**config.mk**
```make
export PLATFORM = sky130hd
export DESIGN_NAME = spike_tx_packer
export DESIGN_NICKNAME = d
export VERILOG_FILES = /design/src/rtl/tx_pkt_pkg.sv /design/src/rtl/tx_rst_sync.sv /design/src/rtl/spike_record_fmt.sv /design/src/rtl/spike_batch_reg.sv /design/src/rtl/tx_ctrl_fsm.sv /design/src/rtl/spike_tx_packer.sv
export SDC_FILE = /design/constraint.sdc
export NUM_CORES = 1
export LEC_CHECK = 0
export ABC_AREA = 1
export BUFFER_PORTS_ARGS = -buffer_cell sky130_fd_sc_hd__buf_2
export CORE_AREA = 2 2 345 347
export CTS_CLUSTER_DIAMETER = 100
export DETAILED_ROUTE_END_ITERATION = 16
export DIE_AREA = 0 0 347 349
export GPL_TIMING_DRIVEN = 0
export HOLD_SLACK_MARGIN = 0.12
export MAX_ROUTING_LAYER = met4
export SYNTH_ARGS = -nofsm -noshare
export SYNTH_HDL_FRONTEND = slang
export SYNTH_SLANG_ARGS = --single-unit
```
**constraint.sdc**
```tcl
create_clock -name clk -period 14.5 [get_ports clk]
set_input_delay 2.175 -clock clk [delete_from_list [all_inputs] [get_ports clk]]
set_output_delay 2.175 -clock clk [all_outputs]
set_load 0.02 [all_outputs]
```
**src/rtl/tx_pkt_pkg.sv**
```systemverilog
package tx_pkt_pkg;

  typedef enum logic [1:0] {
    ST_RESET   = 2'd0,
    ST_IDLE    = 2'd1,
    ST_COLLECT = 2'd2,
    ST_SEND    = 2'd3
  } tx_state_e;

  typedef enum logic [1:0] {
    SRC_NONE  = 2'd0,
    SRC_SPIKE = 2'd1,
    SRC_SYN   = 2'd2,
    SRC_NRN   = 2'd3
  } tx_src_e;

  localparam logic [31:0] SPIKE_MARK = 32'hEEEE_EEEE;
  localparam logic [15:0] SYN_HDR    = 16'hBBBB;
  localparam logic [15:0] NRN_HDR    = 16'hCCCC;

endpackage

```
**src/rtl/tx_rst_sync.sv**
```systemverilog
module tx_rst_sync #(
  parameter int STAGES = 2
) (
  input  logic clk,
  input  logic arst_n,
  output logic rst_n_sync
);

  logic [STAGES-1:0] sync_q;

  // Assertion is immediate; release travels through STAGES flops.
  always_ff @(posedge clk or negedge arst_n) begin
    if (!arst_n) begin
      sync_q <= '0;
    end else begin
      sync_q <= {sync_q[STAGES-2:0], 1'b1};
    end
  end

  assign rst_n_sync = sync_q[STAGES-1];

endmodule

```
**src/rtl/spike_record_fmt.sv**
```systemverilog
module spike_record_fmt #(
  parameter int REC_W   = 32,
  parameter int TS_W    = 8,
  parameter int FIELD_W = 16
) (
  input  logic [TS_W-1:0]    stamp,
  input  logic [FIELD_W-1:0] neuron,
  output logic [REC_W-1:0]   rec
);

  localparam int PAD_W = REC_W - TS_W - 1 - FIELD_W;

  // Sub-timestamp on top, valid bit, zero padding, neuron address below.
  always_comb begin
    rec = {stamp, 1'b1, {PAD_W{1'b0}}, neuron};
  end

endmodule

```
**src/rtl/spike_batch_reg.sv**
```systemverilog
module spike_batch_reg #(
  parameter int REC_W = 32,
  parameter int SLOTS = 14,
  localparam int CNT_W   = $clog2(SLOTS + 1),
  localparam int BATCH_W = REC_W * SLOTS
) (
  input  logic               clk,
  input  logic               rst_n,
  input  logic               shift_en,
  input  logic               clr,
  input  logic [REC_W-1:0]   rec_in,
  output logic [BATCH_W-1:0] batch,
  output logic               full,
  output logic               any
);

  logic [BATCH_W-1:0] batch_q;
  logic [CNT_W-1:0]   cnt_q;

  // New records enter at the top slot; older ones move down one slot.
  always_ff @(posedge clk or negedge rst_n) begin
    if (!rst_n) begin
      batch_q <= '0;
    end else if (clr) begin
      batch_q <= '0;
    end else if (shift_en) begin
      batch_q <= {rec_in, batch_q[BATCH_W-1:REC_W]};
    end
  end

  always_ff @(posedge clk or negedge rst_n) begin
    if (!rst_n) begin
      cnt_q <= '0;
    end else if (clr) begin
      cnt_q <= '0;
    end else if (shift_en) begin
      cnt_q <= cnt_q + 1'b1;
    end
  end

  assign batch = batch_q;
  assign full  = (cnt_q == CNT_W'(SLOTS));
  assign any   = (cnt_q != '0);

endmodule

```
**src/rtl/tx_ctrl_fsm.sv**
```systemverilog
module tx_ctrl_fsm
  import tx_pkt_pkg::*;
(
  input  logic      clk,
  input  logic      rst_n,
  input  logic      run_active,
  input  logic      run_done,
  input  logic      spk_empty,
  input  logic      syn_empty,
  input  logic      nrn_empty,
  input  logic      tx_full,
  input  logic      batch_full,
  input  logic      batch_any,
  output tx_state_e state,
  output logic      spk_pop,
  output logic      syn_pop,
  output logic      nrn_pop,
  output logic      batch_clr,
  output logic      tx_wr,
  output tx_src_e   tx_src
);

  tx_state_e state_q, state_d;

  always_comb begin
    state_d   = state_q;
    spk_pop   = 1'b0;
    syn_pop   = 1'b0;
    nrn_pop   = 1'b0;
    batch_clr = 1'b0;
    tx_wr     = 1'b0;
    tx_src    = SRC_NONE;
    unique case (state_q)
      ST_RESET: state_d = ST_IDLE;
      ST_IDLE: begin
        if (run_active) begin
          state_d = ST_COLLECT;
        end else if (!tx_full) begin
          if (!syn_empty) begin
            syn_pop = 1'b1;
            tx_wr   = 1'b1;
            tx_src  = SRC_SYN;
          end else if (!nrn_empty) begin
            nrn_pop = 1'b1;
            tx_wr   = 1'b1;
            tx_src  = SRC_NRN;
          end
        end
      end
      ST_COLLECT: begin
        // Full batch first, then drain spikes, then honour completion.
        if (batch_full) begin
          state_d = ST_SEND;
        end else if (!spk_empty) begin
          spk_pop = 1'b1;
        end else if (run_done) begin
          state_d = batch_any ? ST_SEND : ST_IDLE;
        end
      end
      ST_SEND: begin
        if (!tx_full) begin
          tx_wr     = 1'b1;
          tx_src    = SRC_SPIKE;
          batch_clr = 1'b1;
          state_d   = ST_IDLE;
        end
      end
      default: state_d = ST_RESET;
    endcase
  end

  always_ff @(posedge clk or negedge rst_n) begin
    if (!rst_n) begin
      state_q <= ST_RESET;
    end else begin
      state_q <= state_d;
    end
  end

  assign state = state_q;

endmodule

```
**src/rtl/spike_tx_packer.sv**
```systemverilog
module spike_tx_packer
  import tx_pkt_pkg::*;
#(
  parameter int PKT_W  = 512,
  parameter int REC_W  = 32,
  parameter int SLOTS  = 14,
  parameter int ADDR_W = 17,
  parameter int STEP_W = 32,
  parameter int SYN_W  = 256,
  parameter int NRN_W  = 53,
  parameter int TS_W   = 8,
  parameter int FLD_W  = 16
) (
  input  logic              clk,
  input  logic              rst_n,
  input  logic              run_active,
  input  logic              run_done,
  input  logic [STEP_W-1:0] step_count,
  input  logic              spk_empty,
  input  logic [ADDR_W-1:0] spk_addr,
  output logic              spk_pop,
  input  logic              syn_rsp_empty,
  input  logic [SYN_W-1:0]  syn_rsp_data,
  output logic              syn_rsp_pop,
  input  logic              nrn_rsp_empty,
  input  logic [NRN_W-1:0]  nrn_rsp_data,
  output logic              nrn_rsp_pop,
  input  logic              tx_full,
  output logic [PKT_W-1:0]  tx_data,
  output logic              tx_wr,
  output logic [1:0]        dbg_state
);

  localparam int BATCH_W = REC_W * SLOTS;
  localparam int HDR_W   = 16;
  localparam int SYN_PAD = PKT_W - HDR_W - SYN_W;
  localparam int NRN_PAD = PKT_W - HDR_W - NRN_W;

  logic               rst_n_int;
  logic [REC_W-1:0]   rec;
  logic [BATCH_W-1:0] batch;
  logic               batch_full, batch_any, batch_clr;
  tx_state_e          state;
  tx_src_e            src;

  tx_rst_sync #(.STAGES(2)) u_rst (
    .clk        (clk),
    .arst_n     (rst_n),
    .rst_n_sync (rst_n_int)
  );

  spike_record_fmt #(.REC_W(REC_W), .TS_W(TS_W), .FIELD_W(FLD_W)) u_fmt (
    .stamp  (step_count[TS_W-1:0]),
    .neuron (spk_addr[FLD_W-1:0]),
    .rec    (rec)
  );

  spike_batch_reg #(.REC_W(REC_W), .SLOTS(SLOTS)) u_batch (
    .clk      (clk),
    .rst_n    (rst_n_int),
    .shift_en (spk_pop),
    .clr      (batch_clr),
    .rec_in   (rec),
    .batch    (batch),
    .full     (batch_full),
    .any      (batch_any)
  );

  tx_ctrl_fsm u_fsm (
    .clk        (clk),
    .rst_n      (rst_n_int),
    .run_active (run_active),
    .run_done   (run_done),
    .spk_empty  (spk_empty),
    .syn_empty  (syn_rsp_empty),
    .nrn_empty  (nrn_rsp_empty),
    .tx_full    (tx_full),
    .batch_full (batch_full),
    .batch_any  (batch_any),
    .state      (state),
    .spk_pop    (spk_pop),
    .syn_pop    (syn_rsp_pop),
    .nrn_pop    (nrn_rsp_pop),
    .batch_clr  (batch_clr),
    .tx_wr      (tx_wr),
    .tx_src     (src)
  );

  always_comb begin
    unique case (src)
      SRC_SPIKE: tx_data = {SPIKE_MARK, batch, step_count};
      SRC_SYN:   tx_data = {SYN_HDR, {SYN_PAD{1'b0}}, syn_rsp_data};
      SRC_NRN:   tx_data = {NRN_HDR, {NRN_PAD{1'b0}}, nrn_rsp_data};
      default:   tx_data = '0;
    endcase
  end

  assign dbg_state = state;

endmodule

```
# Word level (Yosys, flattened, before mapping)
# Cells that the tools add are included.
[word_totals]
regBits = 456
output_inout_bits = 518
wordCells = 56
[op_classes]
eq_ne = 11
addsub = 1
n_reduce_logical = 4
n_mux = 36
[op_table]
columns = ["operator", "count"]
rows = [
  ["512-bit case mux with 3 select lines", 1],
  ["448-bit 2-to-1 mux", 2],
  ["2-bit 2-to-1 mux", 10],
  ["1-bit 2-to-1 mux", 18],
  ["2-bit == test, second input constant", 4],
  ["4-bit 2-to-1 mux", 2],
  ["2-bit case mux with 4 select lines", 1],
  ["3-bit != test, second input constant", 2],
  ["4-bit by 1-bit adder with 4-bit output, second input constant", 1],
  ["2-bit by 1-bit == test with 1-bit output, second input constant", 2],
  ["4-bit == test, second input constant", 1],
  ["2-bit != test, second input constant", 2],
  ["2-bit case mux with 2 select lines", 1],
  ["4-bit AND reduction", 1],
  ["4-bit nonzero test", 1],
  ["2-bit logical NOT", 1],
  ["1-bit case mux with 2 select lines", 1],
  ["2-bit nonzero test", 1],
]

# Logic depth before layout (Yosys ltp)
# Gate-level depths: netlist (run 1).
[depth]
ltp_word = 7
depth_mapped = 15
ltp_nobuf = 12

# Hierarchy
# From an unflattened synthesis (run 1), not the netlist that was laid out.
[unflattened]
hier_cells = 3354
area_unflattened_um2 = 24269.5
[by_module_without_submodules]
columns = ["module", "cells_per_inst", "n_inst", "area_per_inst_um2"]
rows = [
  ["spike_batch_reg", 1746, 1, 17227.8],
  ["spike_tx_packer", 1529, 1, 6485.0],
  ["tx_ctrl_fsm", 42, 1, 255.2],
  ["spike_record_fmt", 34, 1, 247.7],
  ["tx_rst_sync", 3, 1, 53.8],
]

# Worst setup path before layout (run 1)
# Ideal clock, no wire load.
[synth_timing]
kind = "in2out"
from = "input port tx_full"
to = "output port tx_data[100]"
stages = 12
arrival_ns = 4.205
setup_slack_ns = 8.120
required_ns = 12.325
cell_sequence = "inv_1 nand2_2 clkbuf_1 o21ai_0 inv_1 ha_1 clkbuf_1 inv_1 nand2_1 buf_2 clkbuf_1 o21ai_0"
[synth_via]
elab_chain_len = 5
elab_cells_between_ends = 8
cone_classes = "eq/ne: 3; mux: 5"
[synth_lines]
columns = ["element", "line_no", "rtl"]
rows = [
  ["start, declared", "spike_tx_packer.sv:28", "input logic tx_full,"],
  ["2-bit 2-to-1 mux", "tx_ctrl_fsm.sv:38", "end else if (!tx_full) begin"],
  ["2-bit 2-to-1 mux", "tx_ctrl_fsm.sv:36", "if (run_active) begin"],
  ["2-bit case mux with 2 select lines (*)", "tx_ctrl_fsm.sv:33", "unique case (state_q)"],
  ["2-bit == test / 2-bit by 1-bit == test with 1-bit output (equally long branches)", "spike_tx_packer.sv:90", "unique case (src)"],
  ["512-bit case mux with 3 select lines (*)", "spike_tx_packer.sv:90", ""],
  ["end, declared", "spike_tx_packer.sv:29", "output logic [PKT_W-1:0] tx_data,"],
]
# Every way passes the cells marked *; elsewhere a longest branch is shown, timed or not.

# Worst setup path after layout (run 1)
[layout_timing]
from = "input port tx_full"
to = "output port tx_data[103]"
# The elaborated chain is that of the path after synthesis.

==> impl_metrics.env, run 1 <==
export IMPL_grt_overflow_total=0
export IMPL_cts_hold_buf=0
export IMPL_worstReg2RegStart="u_fsm.state[0]$_DFFE_PN0P_"
export IMPL_die_width_um=347
export IMPL_vias=22600
export IMPL_p_leak_nw=15.9
export IMPL_dp_hpwl_um=111000
export IMPL_fin_crit_ns=9.47
export IMPL_endpoint_kind="output pin"
export IMPL_rsz0062_at_grt="false"
export IMPL_wl_um=133000
export IMPL_dieHeight_um=349
export IMPL_grt_pass1_wl_um=177000
export IMPL_timing_rr_end="u_batch.batch[141]$_DFFE_PN0P_"
export IMPL_outcome="completed"
export IMPL_hold_viol=0
export IMPL_cts_setup_buffers=0
export IMPL_placed_area_um2=25700
export IMPL_cts_buffer_depth=3
export IMPL_yosysSeqAreaShare_pct=46.4
export IMPL_gp_congestion=0.976
export IMPL_cts_sinks=358
export IMPL_viasPerCell=4.37
export IMPL_layout_drive_gt1_share_pct=30.1
export IMPL_syn_to_final_growth_pct=42.0
export IMPL_cts_tree="built"
export IMPL_cts_buffers=46
export IMPL_cp_arrival_ns=7.29
export IMPL_critPathBufInv=9
export IMPL_io_pins=884
export IMPL_dieArea_um2=121000
export IMPL_crit_fanout=11
export IMPL_total_power_mw=4.38
export IMPL_crit_family="buffers and inverters"
export IMPL_synth_cells=2639
export IMPL_start_kind="input port"
export IMPL_drv_cap=0
export IMPL_fin_skew_ns=0.0652
export IMPL_core_rowCount=126
export IMPL_placed_cells=5062
export IMPL_grt_max_degree=64
export IMPL_hold_ws_ns=0.330
export IMPL_drt_pass1_iterations=7
export IMPL_clk_latency_ns=0.61
export IMPL_slowest_delay_ns=0.82
export IMPL_worst_pin_slew_ns=1.43
export IMPL_drc=0
export IMPL_postRouteAntennaNets=0
export IMPL_setup_tns_ns=0
export IMPL_core_area_um2=117000
export IMPL_fin_nets=3954
export IMPL_synth_area_per_cell_um2=7.31
export IMPL_cpMaxStageDelayCell="clkbuf_1"
export IMPL_reg2reg_slack_ns=11.90
export IMPL_synth_warnings=0
export IMPL_critPathRequiredTime_ns=12.32
export IMPL_relSlewSlack_pct=4.76
export IMPL_drt_iter0_markers=2393
export IMPL_r2r_cells=9
export IMPL_fin_cells=5161
export IMPL_netlist_area_um2=19300
export IMPL_ys_seq_elements=358
export IMPL_peakVddDrop_uv=83.0
export IMPL_fmax_mhz=106
export IMPL_synthDistinctLibCells=25
export IMPL_cts_htree_levels=2
export IMPL_ctsRootBufferMaster="clkbuf_16"
export IMPL_grt_use_total_pct=21.6
export IMPL_design_area_um2=27400
export IMPL_hold_path_class="reg -> async"
export IMPL_port_buffer_count=829
export IMPL_ctsResizeCount=0
export IMPL_fin_crit_sh_pct=65.3
export IMPL_final_max_slew_viol_count=0
export IMPL_p_per_area_nw_per_um2=160
export IMPL_path_clk_slew_ns=0.07
export IMPL_start_util_pct=16.4
export IMPL_crit_chain="buf_2 -> inv_1 -> nand2_2 -> clkbuf_1 -> o21ai_0 -> inv_1 -> ha_1 -> clkbuf_1 -> inv_1 -> nand2_1 -> buf_2 -> clkbuf_1 -> o21ai_0 -> buf_2"
export IMPL_antenna_found_initial=33
export IMPL_grt_pass1_vias=21300
export IMPL_finalSetupViolCount=0
export IMPL_path_class="in -> out"
export IMPL_wl_per_cell_um=25.8
[routing by layer]
| layer | global-route usage (%) | wire, µm |
|---|---|---|
| met1 | 27.4 | 55700 |
| met2 | 33.8 | 60600 |
| met3 | 4.97 | 11700 |
| met4 | 7.09 | 5050 |
| met5 | - | 0 |
[cell usage after synthesis]
master	n	area, µm²
nand2_1	734	2760
inv_1	422	1580
nand3_1	376	1880
dfrtp_1	358	8960
o21ai_0	241	1210
o22ai_1	134	838
clkbuf_1	104	390
buf_4	100	751
buf_2	54	270
nor2_1	52	195
o21ai_1	16	80.1
ha_1	13	163
buf_1	10	37.5
buf_6	6	67.6
a21oi_1	5	25.0
nand2_2	3	18.8
conb_1	2	7.51
inv_2	2	7.51
clkbuf_2	1	5.00
nand2_4	1	11.3
nand3_2	1	10.0
o21a_1	1	7.51
or2_2	1	6.26
xnor2_1	1	8.76
xor2_1	1	8.76
[report_power, final]
group	switching, mW	internal [mW]
logic	1.07	0.423
clock network	0.514	0.713
registers	0.294	1.36
[final cells by class]
class / instances / area [µm²]
Clock inverter: 30 / 377
Sequential cell: 358 / 8960
Buffer: 275 / 1520
Antenna cell: 12 / 30.0
Tap cell: 1536 / 1920
Timing Repair Buffer: 836 / 4330
Multi-Input combinational cell: 1634 / 7420
Inverter: 424 / 1590
Clock buffer: 56 / 1240
Fill cell: 13300 / 90100
[through the flow]
stage	utilization (%)	setup slack, ns
after CTS	23.3	4.81
final	23.3	5.03
after global routing	23.3	4.70
after global placement	21.8	-1.14
after detailed placement	21.9	4.81
after floorplan	-	3.78
[how the worst max path moves through the flow]
stage                                    from                        endpoint  cells after the start  slack (ns)
floorplan           u_rst.sync_q[1]$_DFF_PN0_    u_batch.batch[0]$_DFFE_PN0P_                      0        3.78
global placement    u_rst.sync_q[1]$_DFF_PN0_  u_batch.batch[279]$_DFFE_PN0P_                      0       -1.14
detailed placement                    tx_full                    tx_data[204]                     14        4.81
CTS                                   tx_full                    tx_data[204]                     14        4.81
global route                          tx_full                    tx_data[103]                     14        4.70
finish                                tx_full                    tx_data[103]                     14        5.03
[placed cells by master (no fill, tap or decap), types with 2 or more instances in the layout]
cell        count
diode_2        12
clkbuf_1      108
clkbuf_8        5
buf_2         883
clkinv_2        9
inv_2           2
nand3_1       376
buf_16          6
buf_4         100
nor2_1         52
nand2_2         3
inv_1         422
nand2_1       734
a21oi_1         5
o21ai_1        16
ha_1           13
conb_1         54
buf_1          10
clkbuf_2        2
dfrtp_1       357
clkbuf_16      46
o22ai_1       134
o21ai_0       241
bufinv_16       5
buf_6           6
clkinvlp_4      7
inv_8           4
[cell families after synthesis]
family / share of synthesized area [%]
AND/OR/NAND/NOR: 25.3
buffers and inverters: 16.1
flip-flops: 46.4
XOR/XNOR: 0.0908
other: 0.0389
AO/OA/AOI/OAI: 11.2
adder cells (fa/ha/maj): 0.843
[registers in the layout, indices dropped and copies added, names as in the netlist]
signal,count
u_rst.sync_q,2
u_batch.cnt_q,4
u_batch.batch,350
u_fsm.state,2
Power figures use the tool's default switching activity.
==> run 2, diff against run 1 <==
Clock period 14.5 ns to 9.75 ns, I/O delays scaled along.
==> impl_metrics.env, run 2 (same netlist as run 1, synthesis figures left out) <==
export IMPL_critPathRequiredTime_ns=8.29
export IMPL_timing_rr_end="u_batch.batch[138]$_DFFE_PN0P_"
export IMPL_gp_congestion=0.994
export IMPL_sw_frac_of_total_pct=43.3
export IMPL_worst_pin_slew_ns=1.30
export IMPL_final_max_slew_viol_count=0
export IMPL_p_leak_nw=15.8
export IMPL_slowest_delay_ns=0.86
export IMPL_cp_num_cells=14
export IMPL_dp_hpwl_um=111000
export IMPL_cts_buffers=45
export IMPL_rsz0062_at_grt="false"
export IMPL_seq_power_share_pct=38.9
export IMPL_fin_crit_sh_pct=85.0
export IMPL_core_rowCount=126
export IMPL_fmax_mhz=121
export IMPL_syn_to_final_growth_pct=41.0
export IMPL_fin_nets=3952
export IMPL_reg2reg_slack_ns=7.19
export IMPL_dieHeight_um=349
export IMPL_layout_drive_gt1_share_pct=29.8
export IMPL_cts_buffer_depth=3
export IMPL_cpMaxStageDelayCell="clkbuf_1"
export IMPL_worstReg2RegStart="u_fsm.state[0]$_DFFE_PN0P_"
export IMPL_grt_use_total_pct=21.7
export IMPL_r2r_cells=9
export IMPL_core_area_um2=117000
export IMPL_drv_cap=0
export IMPL_clk_latency_ns=0.59
export IMPL_wl_um=133000
export IMPL_postRouteAntennaNets=0
export IMPL_grt_max_degree=72
export IMPL_ctsRootBufferMaster="clkbuf_16"
export IMPL_start_util_pct=16.4
export IMPL_critPathBufInv=9
export IMPL_fin_skew_ns=0.0158
export IMPL_p_per_area_nw_per_um2=233
export IMPL_grt_pass1_wl_um=177000
export IMPL_grt_pass1_vias=21100
export IMPL_setup_slack_ns=1.46
export IMPL_largest_reg_flops=350
export IMPL_mostFrequentLayoutCells="buf_2 (883), nand2_1 (734), inv_1 (422)"
export IMPL_dp_slack_ns=1.42
export IMPL_dieArea_um2=121000
export IMPL_cts_tree="built"
export IMPL_mostFrequentLayoutCell="buf_2"
export IMPL_antenna_found_initial=29
export IMPL_total_power_mw=6.34
export IMPL_vias=22600
export IMPL_hold_viol=0
export IMPL_clockPowerShare_pct=26.2
export IMPL_endpoint_kind="output pin"
export IMPL_port_buffer_count=829
export IMPL_cp_arrival_ns=6.83
export IMPL_startpoint="tx_full"
export IMPL_endpoint="tx_data[72]"
export IMPL_finalSetupViolCount=0
export IMPL_viasPerCell=4.37
export IMPL_wl_per_cell_um=25.9
export IMPL_setup_tns_ns=0
export IMPL_fillers=13400
export IMPL_grt_overflow_total=0
export IMPL_cts_sinks=358
export IMPL_drt_iter0_markers=2438
export IMPL_outcome="completed"
export IMPL_peakVddDrop_uv=121
export IMPL_path_class="in -> out"
export IMPL_die_width_um=347
export IMPL_fin_crit_ns=8.29
export IMPL_switching_power_mw=2.75
export IMPL_crit_fanout=10
export IMPL_path_clk_slew_ns=0.05
export IMPL_p_int_mw=3.59
export IMPL_drt_pass1_iterations=6
export IMPL_crit_family="buffers and inverters"
export IMPL_cts_setup_buffers=0
export IMPL_ctsResizeCount=0
export IMPL_combPwrFrac_pct=34.9
export IMPL_cts_htree_levels=2
export IMPL_io_pins=884
export IMPL_drc=0
export IMPL_relSlewSlack_pct=13.2
export IMPL_cts_hold_buf=0
export IMPL_hold_path_class="reg -> async"
export IMPL_start_kind="input port"
export IMPL_crit_chain="buf_2 -> inv_1 -> nand2_2 -> clkbuf_1 -> o21ai_0 -> inv_1 -> ha_1 -> clkbuf_1 -> inv_1 -> nand2_1 -> buf_2 -> clkbuf_1 -> o21ai_0 -> buf_2"
-- run 2: cell count changes in the layout (fill, tap and decap cells not counted) --
cell and delta:
clkbuf_16 -1, clkinv_16 -1, buf_8 -1, clkbuf_1 +4
inv_8 -2, inv_6 +4, clkinv_4 -1, bufinv_16 -5
clkinvlp_4 -7, clkbuf_8 +6, diode_2 +8, clkinv_8 -1
clkinv_2 -5
-- run 2: per-stage QoR --
| step | utilization [%] | area, µm² | std cells | hold WS [ns] |
|---|---|---|---|---|
| 2_1_floorplan | - | 19500 | 2691 | 0.331 |
| 3_3_place_gp | 21.8 | 25600 | 5056 | 0.336 |
| 3_5_place_dp | 21.9 | 25700 | 5062 | 0.301 |
| 4_1_cts | 23.1 | 27100 | 5139 | 0.307 |
| 5_1_grt | 23.1 | 27200 | 5152 | 0.327 |
| 6_report | 23.2 | 27200 | 5159 | 0.285 |
-- run 2: cell type report --
cell class | instances | area, µm² | share of cell area, %
Tap cell | 1536 | 1920 | 7.07
Clock inverter | 12 | 106 | 0.391
Sequential cell | 358 | 8960 | 33.0
Multi-Input combinational cell | 1634 | 7420 | 27.3
Antenna cell | 20 | 50.0 | 0.184
Buffer | 275 | 1520 | 5.60
Clock buffer | 65 | 1310 | 4.82
Inverter | 424 | 1590 | 5.85
Timing Repair Buffer | 835 | 4310 | 15.9
-- run 2: per-layer routing --
metal  global-route usage, %  routed length (µm)  vias up
met5                       -                   0        -
li1                        -                   -    10100
met4                    8.13                5880        0
met2                    32.9               59200     1265
met1                    27.5               56900    11000
met3                    5.67               11400      203
-- run 2: how the worst min path moves through the flow --
stage                                      to  slack [ns]  cells past startpoint
2_1_floorplan       u_rst.sync_q[1]$_DFF_PN0_        0.33                      0
6_report           u_fsm.state[1]$_DFFE_PN0P_        0.29                      0
5_1_grt        u_batch.batch[184]$_DFFE_PN0P_        0.33                      0
3_5_place_dp       u_fsm.state[1]$_DFFE_PN0P_        0.30                      0
3_3_place_gp        u_rst.sync_q[1]$_DFF_PN0_        0.34                      0
4_1_cts            u_fsm.state[1]$_DFFE_PN0P_        0.31                      0
-- run 2: power groups by stage --
stage / Sequential (mW) / Combinational, mW / Clock, mW
after floorplan: 2.28 / 1.25 / 0
after global placement: 2.51 / 2.12 / 0
after detailed placement: 2.49 / 2.19 / 0
after CTS: 2.46 / 2.20 / 1.67
after global routing: 2.51 / 2.38 / 1.73
final: 2.47 / 2.21 / 1.66
